<file path="src/rtl/bcg_pkg.sv">
package bcg_pkg;

  localparam int CMD_W    = 16;
  localparam int LANES    = CMD_W / 8;
  localparam int IOAE_B   = 0;
  localparam int MAE_B    = 1;
  localparam int BME_B    = 2;
  localparam int PERRE_B  = 6;
  localparam int SERRE_B  = 8;
  localparam logic [CMD_W-1:0] CMD_RW_MASK =
    (CMD_W'(1) << IOAE_B) | (CMD_W'(1) << MAE_B) | (CMD_W'(1) << BME_B) |
    (CMD_W'(1) << PERRE_B) | (CMD_W'(1) << SERRE_B);

  localparam logic [2:0] K_MEM_WR  = 3'd0;
  localparam logic [2:0] K_MEM_RD  = 3'd1;
  localparam logic [2:0] K_IO_WR   = 3'd2;
  localparam logic [2:0] K_IO_RD   = 3'd3;
  localparam logic [2:0] K_MSI     = 3'd4;
  localparam logic [2:0] K_PEER_WR = 3'd5;
  localparam logic [2:0] K_PEER_RD = 3'd6;
  localparam logic [2:0] K_CPL     = 3'd7;

  function automatic logic kind_is_read(logic [2:0] k);
    return (k == K_MEM_RD) || (k == K_IO_RD) || (k == K_PEER_RD);
  endfunction

  function automatic logic kind_is_gateable(logic [2:0] k);
    return k != K_CPL;
  endfunction

  // Byte-lane merge of a command write restricted to implemented bits.
  function automatic logic [CMD_W-1:0] cmd_merge(logic [CMD_W-1:0] old_v,
                                                 logic [CMD_W-1:0] new_v,
                                                 logic [LANES-1:0] be);
    logic [CMD_W-1:0] m;
    m = '0;
    for (int i = 0; i < LANES; i++)
      if (be[i]) m[i*8 +: 8] = 8'hFF;
    m = m & CMD_RW_MASK;
    return (old_v & ~m) | (new_v & m);
  endfunction

endpackage

</file>
<file path="src/rtl/bcg_cmd_reg.sv">
module bcg_cmd_reg
  import bcg_pkg::*;
(
  input  logic             clk,
  input  logic             rst_n,
  input  logic             we,
  input  logic [LANES-1:0] be,
  input  logic [CMD_W-1:0] wdata,
  output logic [CMD_W-1:0] cmd_q
);

  logic [CMD_W-1:0] cmd_nxt;

  always_comb begin
    cmd_nxt = cmd_q;
    if (we) cmd_nxt = cmd_merge(cmd_q, wdata, be);
  end

  always_ff @(posedge clk) begin
    if (!rst_n) cmd_q <= '0;
    else        cmd_q <= cmd_nxt;
  end

endmodule

</file>
<file path="src/rtl/bcg_up_gate.sv">
module bcg_up_gate
  import bcg_pkg::*;
#(
  parameter int ADDR_W = 32,
  parameter int BE_W   = 4,
  parameter logic [ADDR_W-1:0] BLOCK_ADDR = 'hC0000
) (
  input  logic              clk,
  input  logic              rst_n,
  input  logic              bme,
  input  logic              in_valid,
  output logic              in_ready,
  input  logic [2:0]        in_kind,
  input  logic [ADDR_W-1:0] in_addr,
  input  logic [BE_W-1:0]   in_be,
  output logic              out_valid,
  input  logic              out_ready,
  output logic [2:0]        out_kind,
  output logic [ADDR_W-1:0] out_addr,
  output logic [BE_W-1:0]   out_be,
  output logic              out_ur,
  output logic              gated_now
);

  function automatic logic [ADDR_W-1:0] rewrite_addr(logic g, logic [ADDR_W-1:0] a);
    return g ? BLOCK_ADDR : a;
  endfunction

  function automatic logic [BE_W-1:0] rewrite_be(logic g, logic [2:0] k, logic [BE_W-1:0] b);
    return (g && !kind_is_read(k)) ? '0 : b;
  endfunction

  logic              full_q;
  logic [2:0]        kind_q;
  logic [ADDR_W-1:0] addr_q;
  logic [BE_W-1:0]   be_q;
  logic              ur_q;
  logic              accept;

  assign in_ready  = !full_q || out_ready;
  assign accept    = in_valid && in_ready;
  assign gated_now = !bme && kind_is_gateable(in_kind);

  always_ff @(posedge clk) begin
    if (!rst_n) begin
      full_q <= 1'b0;
      kind_q <= '0;
      addr_q <= '0;
      be_q   <= '0;
      ur_q   <= 1'b0;
    end else if (accept) begin
      full_q <= 1'b1;
      kind_q <= in_kind;
      addr_q <= rewrite_addr(gated_now, in_addr);
      be_q   <= rewrite_be(gated_now, in_kind, in_be);
      ur_q   <= gated_now && kind_is_read(in_kind);
    end else if (out_ready) begin
      full_q <= 1'b0;
    end
  end

  assign out_valid = full_q;
  assign out_kind  = kind_q;
  assign out_addr  = addr_q;
  assign out_be    = be_q;
  assign out_ur    = full_q && out_ready && ur_q;

endmodule

</file>
<file path="src/rtl/bcg_dn_gate.sv">
module bcg_dn_gate (
  input  logic ioae,
  input  logic mae,
  input  logic perre,
  input  logic serre,
  input  logic hit_mem,
  input  logic hit_pmem,
  input  logic hit_io,
  output logic claim_mem,
  output logic claim_io,
  input  logic par_evt,
  output logic mdpe_set,
  input  logic pri_evt,
  input  logic sec_evt,
  input  logic devctl_en,
  input  logic sec_en,
  output logic err_msg
);

  assign claim_mem = (hit_mem || hit_pmem) && mae;
  assign claim_io  = hit_io && ioae;
  assign mdpe_set  = par_evt && perre;
  assign err_msg   = (pri_evt && (serre || devctl_en)) || (sec_evt && sec_en);

endmodule

</file>
<file path="src/rtl/bridge_cmd_gate.sv">
module bridge_cmd_gate
  import bcg_pkg::*;
#(
  parameter int ADDR_W = 32,
  parameter int BE_W   = 4,
  parameter logic [ADDR_W-1:0] BLOCK_ADDR = 'hC0000
) (
  input  logic              clk,
  input  logic              rst_n,
  input  logic              cfg_we,
  input  logic [1:0]        cfg_be,
  input  logic [15:0]       cfg_wdata,
  output logic [15:0]       cfg_rdata,
  input  logic              us_in_valid,
  output logic              us_in_ready,
  input  logic [2:0]        us_in_kind,
  input  logic [ADDR_W-1:0] us_in_addr,
  input  logic [BE_W-1:0]   us_in_be,
  output logic              us_out_valid,
  input  logic              us_out_ready,
  output logic [2:0]        us_out_kind,
  output logic [ADDR_W-1:0] us_out_addr,
  output logic [BE_W-1:0]   us_out_be,
  output logic              us_ur_pulse,
  input  logic              dn_hit_mem,
  input  logic              dn_hit_pmem,
  input  logic              dn_hit_io,
  output logic              dn_claim_mem,
  output logic              dn_claim_io,
  input  logic              par_err_evt,
  output logic              sts_mdpe_set,
  input  logic              pri_err_evt,
  input  logic              sec_err_evt,
  input  logic              devctl_rpt_en,
  input  logic              sec_rpt_en,
  output logic              err_msg_pulse
);

  logic [CMD_W-1:0] cmd_q;
  logic             up_gated;

  bcg_cmd_reg u_cmd (
    .clk   (clk),
    .rst_n (rst_n),
    .we    (cfg_we),
    .be    (cfg_be),
    .wdata (cfg_wdata),
    .cmd_q (cmd_q)
  );

  assign cfg_rdata = cmd_q;

  bcg_up_gate #(
    .ADDR_W     (ADDR_W),
    .BE_W       (BE_W),
    .BLOCK_ADDR (BLOCK_ADDR)
  ) u_up (
    .clk       (clk),
    .rst_n     (rst_n),
    .bme       (cmd_q[BME_B]),
    .in_valid  (us_in_valid),
    .in_ready  (us_in_ready),
    .in_kind   (us_in_kind),
    .in_addr   (us_in_addr),
    .in_be     (us_in_be),
    .out_valid (us_out_valid),
    .out_ready (us_out_ready),
    .out_kind  (us_out_kind),
    .out_addr  (us_out_addr),
    .out_be    (us_out_be),
    .out_ur    (us_ur_pulse),
    .gated_now (up_gated)
  );

  bcg_dn_gate u_dn (
    .ioae      (cmd_q[IOAE_B]),
    .mae       (cmd_q[MAE_B]),
    .perre     (cmd_q[PERRE_B]),
    .serre     (cmd_q[SERRE_B]),
    .hit_mem   (dn_hit_mem),
    .hit_pmem  (dn_hit_pmem),
    .hit_io    (dn_hit_io),
    .claim_mem (dn_claim_mem),
    .claim_io  (dn_claim_io),
    .par_evt   (par_err_evt),
    .mdpe_set  (sts_mdpe_set),
    .pri_evt   (pri_err_evt),
    .sec_evt   (sec_err_evt),
    .devctl_en (devctl_rpt_en),
    .sec_en    (sec_rpt_en),
    .err_msg   (err_msg_pulse)
  );

endmodule

</file>
<file path="config.mk">
export PLATFORM = sky130hd
export DESIGN_NAME = bridge_cmd_gate
export DESIGN_NICKNAME = d
export VERILOG_FILES = /design/src/rtl/bcg_pkg.sv /design/src/rtl/bcg_cmd_reg.sv /design/src/rtl/bcg_up_gate.sv /design/src/rtl/bcg_dn_gate.sv /design/src/rtl/bridge_cmd_gate.sv
export SDC_FILE = /design/constraint.sdc
export NUM_CORES = 1
export LEC_CHECK = 0
export ABC_AREA = 1
export BUFFER_PORTS_ARGS = -buffer_cell sky130_fd_sc_hd__buf_2
export CORE_MARGIN = 2
export CORE_UTILIZATION = 37
export DETAILED_ROUTE_END_ITERATION = 10
export PLACE_DENSITY = 0.76
export SLEW_MARGIN = 10
export SYNTH_ARGS = -nofsm -noshare
export SYNTH_HDL_FRONTEND = slang
export SYNTH_SLANG_ARGS = --single-unit
</file>
<file path="constraint.sdc">
create_clock -name clk -period 1 [get_ports clk]
set_input_delay 0.05 -clock clk [delete_from_list [all_inputs] [get_ports clk]]
set_output_delay 0.05 -clock clk [all_outputs]
set_load 0.05 [all_outputs]
</file>
==> metrics.md <==
| Metric | Value |
|---|---|
| Post-place instance area | `2480 µm²` |
| TritonCTS clock tree | `yes` |
| Placeable Area | `5040 µm²` |
| Commonest non-fill, non-tap cell in the layout | `buf_2` |
| CTS H-tree lvls | `2` |
| Fraction of layout cells with a size suffix above 1 | `47.4%` |
| Ant diodes | `0` |
| Final TNS setup | `-0.197 ns` |
| Die Area | `5750 µm²` |
| Endpoint kind of the worst setup timing path | `output port` |
| # rows | `26` |
| Total Routed Length | `5290 µm` |
| Flops & latches, synth | `46` |
| Hold crit path type | `in2reg` |
| Final Skew | `0.00329 ns` |
| Vias/cell | `4.67` |
| Post-Layout Cell Count | `420` |
| Post-Syn Area | `1910 µm²` |
| Outcome | `complete, but fails checks` |
| Non-Filler Cell Area, Final | `2910 µm²` |
| Hold Slack | `0.000633 ns` |
| Most frequent cells in the layout | `buf_2, nor2_1, dfxtp_1, o21ai_1, a21oi_1` |
| Final Hold Viols | `0` |
| Final WS setup | `-0.0289 ns` |
| Pins Over Slew Limit | `0` |
| Nature of the critical path startpoint | `flip-flop` |
| Max frequency | `0.972 GHz` |
| Initial antenna violation count | `0` |
| Pleak | `0.00139 µW` |
| Yosys warning count | `0` |
| Crit Path Class | `reg2out` |
| Post-CTS Setup Inserts | `0` |
| Design Power | `4680 µW` |
| Post-synthesis cell type count | `21` |
| Critical Path Max Stage Delay | `0.39 ns` |
| GPL Wtd Cong | `0.730` |
| DRC Markers | `0` |
| Max VDD drop | `0.000835 V` |
| Worst skew pair latency | `0.29 ns` |
| I/O Buffers | `109` |
| Critical-path top delay cell | `dfxtp_4` |
| Clock slew at reported path FFs | `0.08 ns` |
| Max clock buf depth | `2` |
| Critical path data arrival time | `0.98 ns` |
| Critical path required time | `0.95 ns` |
| Via count | `1963` |
| Initial core utilization | `37.8%` |
| Die W | `75.8 µm` |
| Largest area contributor in the netlist | `dfxtp_1` |
| Fin nets | `419` |
| Overflow after GRT | `0` |
| WL/cell | `12.6 µm` |
| Area delta synth->final | `52.3%` |
| Avg Cell Area, Syn | `8.09 µm²` |
| Global-route wire length before repair | `7810 µm` |
| Crit path time final | `1.03 ns` |
| Dpl cells | `400` |
| Tot GR Track Use | `17.7%` |
| Share of the synthesized area in the top cell type | `48.3%` |
| Detail Route Antenna Nets | `0` |
| CTS Buf Count | `5` |
| First drt pass iteration count | `4` |
| Drt first-iter violations | `66` |
| Failing checks | `setup timing` |
| RSZ-0062 raised after global routing | `true` |
| CTS root buf | `clkbuf_8` |
| Seq/Total Area, Yosys | `48.3%` |
| Post-synthesis cell count | `236` |
| Largest cells by area after synthesis | `dfxtp_1, a21oi_1, o21ai_0, nor2_1, buf_4` |
| Die height | `75.8 µm` |
| Final setup violation count | `16` |
| P per Cell Area | `1610 nW/µm²` |
| Largest net degree at the start of global routing | `47` |
| IO Pins | `132` |
| CTS sink count | `46` |
| Max-cap viol count | `0` |
| Critical Path, Cell by Cell | `nand2_2, nor2_4, buf_8` |
| Vias in the first global route | `1763` |
| Crit share post-route | `103%` |
| Hpwl dp | `3310 µm` |
| CP max FO | `3` |
-- where the power goes --
group / internal, µW / switching (µW) / total (µW) / leakage (µW)
registers: 1970 / 79.8 / 2050 / 0.000382
clock network: 558 / 597 / 1160 / 0.0000482
logic: 452 / 1020 / 1480 / 0.000957
total: 2980 / 1700 / 4680 / 0.00139
-- critical path: cells and delay by family (launching register included) --
family / cells / cell delay (ns)
and+or+nand+nor: 2 / 0.16
DFF: 1 / 0.39
buffers and inverters: 1 / 0.15
-- cell type report --
| cell class | count | area (µm²) |
|---|---|---|
| fillers | 470 | 2140 |
| flip-flops and latches | 46 | 930 |
| multi-input cells | 162 | 903 |
| repair buffers | 126 | 847 |
| well taps | 70 | 87.6 |
| clock buffers | 7 | 86.3 |
| inverters | 8 | 46.3 |
| clock inverters | 1 | 5.00 |
-- cell usage after synthesis --
master / n
inv_4: 1
o21ai_1: 8
nand2_2: 1
o211ai_1: 1
inv_1: 6
buf_1: 1
a21oi_1: 41
inv_2: 1
clkbuf_1: 3
o21ai_4: 1
nand3_1: 2
o21a_1: 1
nand2_1: 14
conb_1: 1
nor2_1: 43
buf_6: 7
clkbuf_4: 2
nand2_4: 2
buf_4: 17
dfxtp_1: 46
o21ai_0: 37
-- layer usage --
metal  global-route usage [%]  share of wire (%)
met3                     4.63                6.4
met5                        0                  0
met2                     31.8                 52
met4                     4.29                1.5
met1                     20.9                 40
-- timing repair --
item / 4_1_cts / 5_1_grt
hold buffers: 10 / 1
endpoints found under the hold margin: 10 / 1
gates cloned: 0 / 1
endpoints found under the setup margin: 44 / 49
resized for setup: 29 / 40
pin swaps: 1 / 5
-- path summary, 6_finish.rpt --
kind	from	endpoint	slack [ns]	cells past startpoint
setup / recovery	u_up.out_valid	us_ur_pulse	-0.03	3
hold / removal	us_in_addr[1]	u_up.out_addr[1]	0.0006	3
setup reg to reg	u_up.out_valid	u_up.out_addr[16]	-0.03	5
hold reg to reg	flip-flop	flip-flop	0.48	2
-- logic make-up after synthesis --
kind of cell           Yosys count  share of synthesized area, %
AND/OR/NAND/NOR                 62                          13.2
flip-flops                      46                          48.3
AO/OA/AOI/OAI                   89                          24.2
other                            1                         0.197
buffers and inverters           38                          14.1
-- per-stage QoR --
stage	utilization [%]	setup slack (ns)
after CTS	54.3	-0.0466
after global routing	57.6	-0.0818
final	57.6	-0.0289
after floorplan	-	-0.152
after global placement	49.1	0.00117
after detailed placement	49.1	-0.0383
No activity file was read; power rests on OpenSTA's default activity.
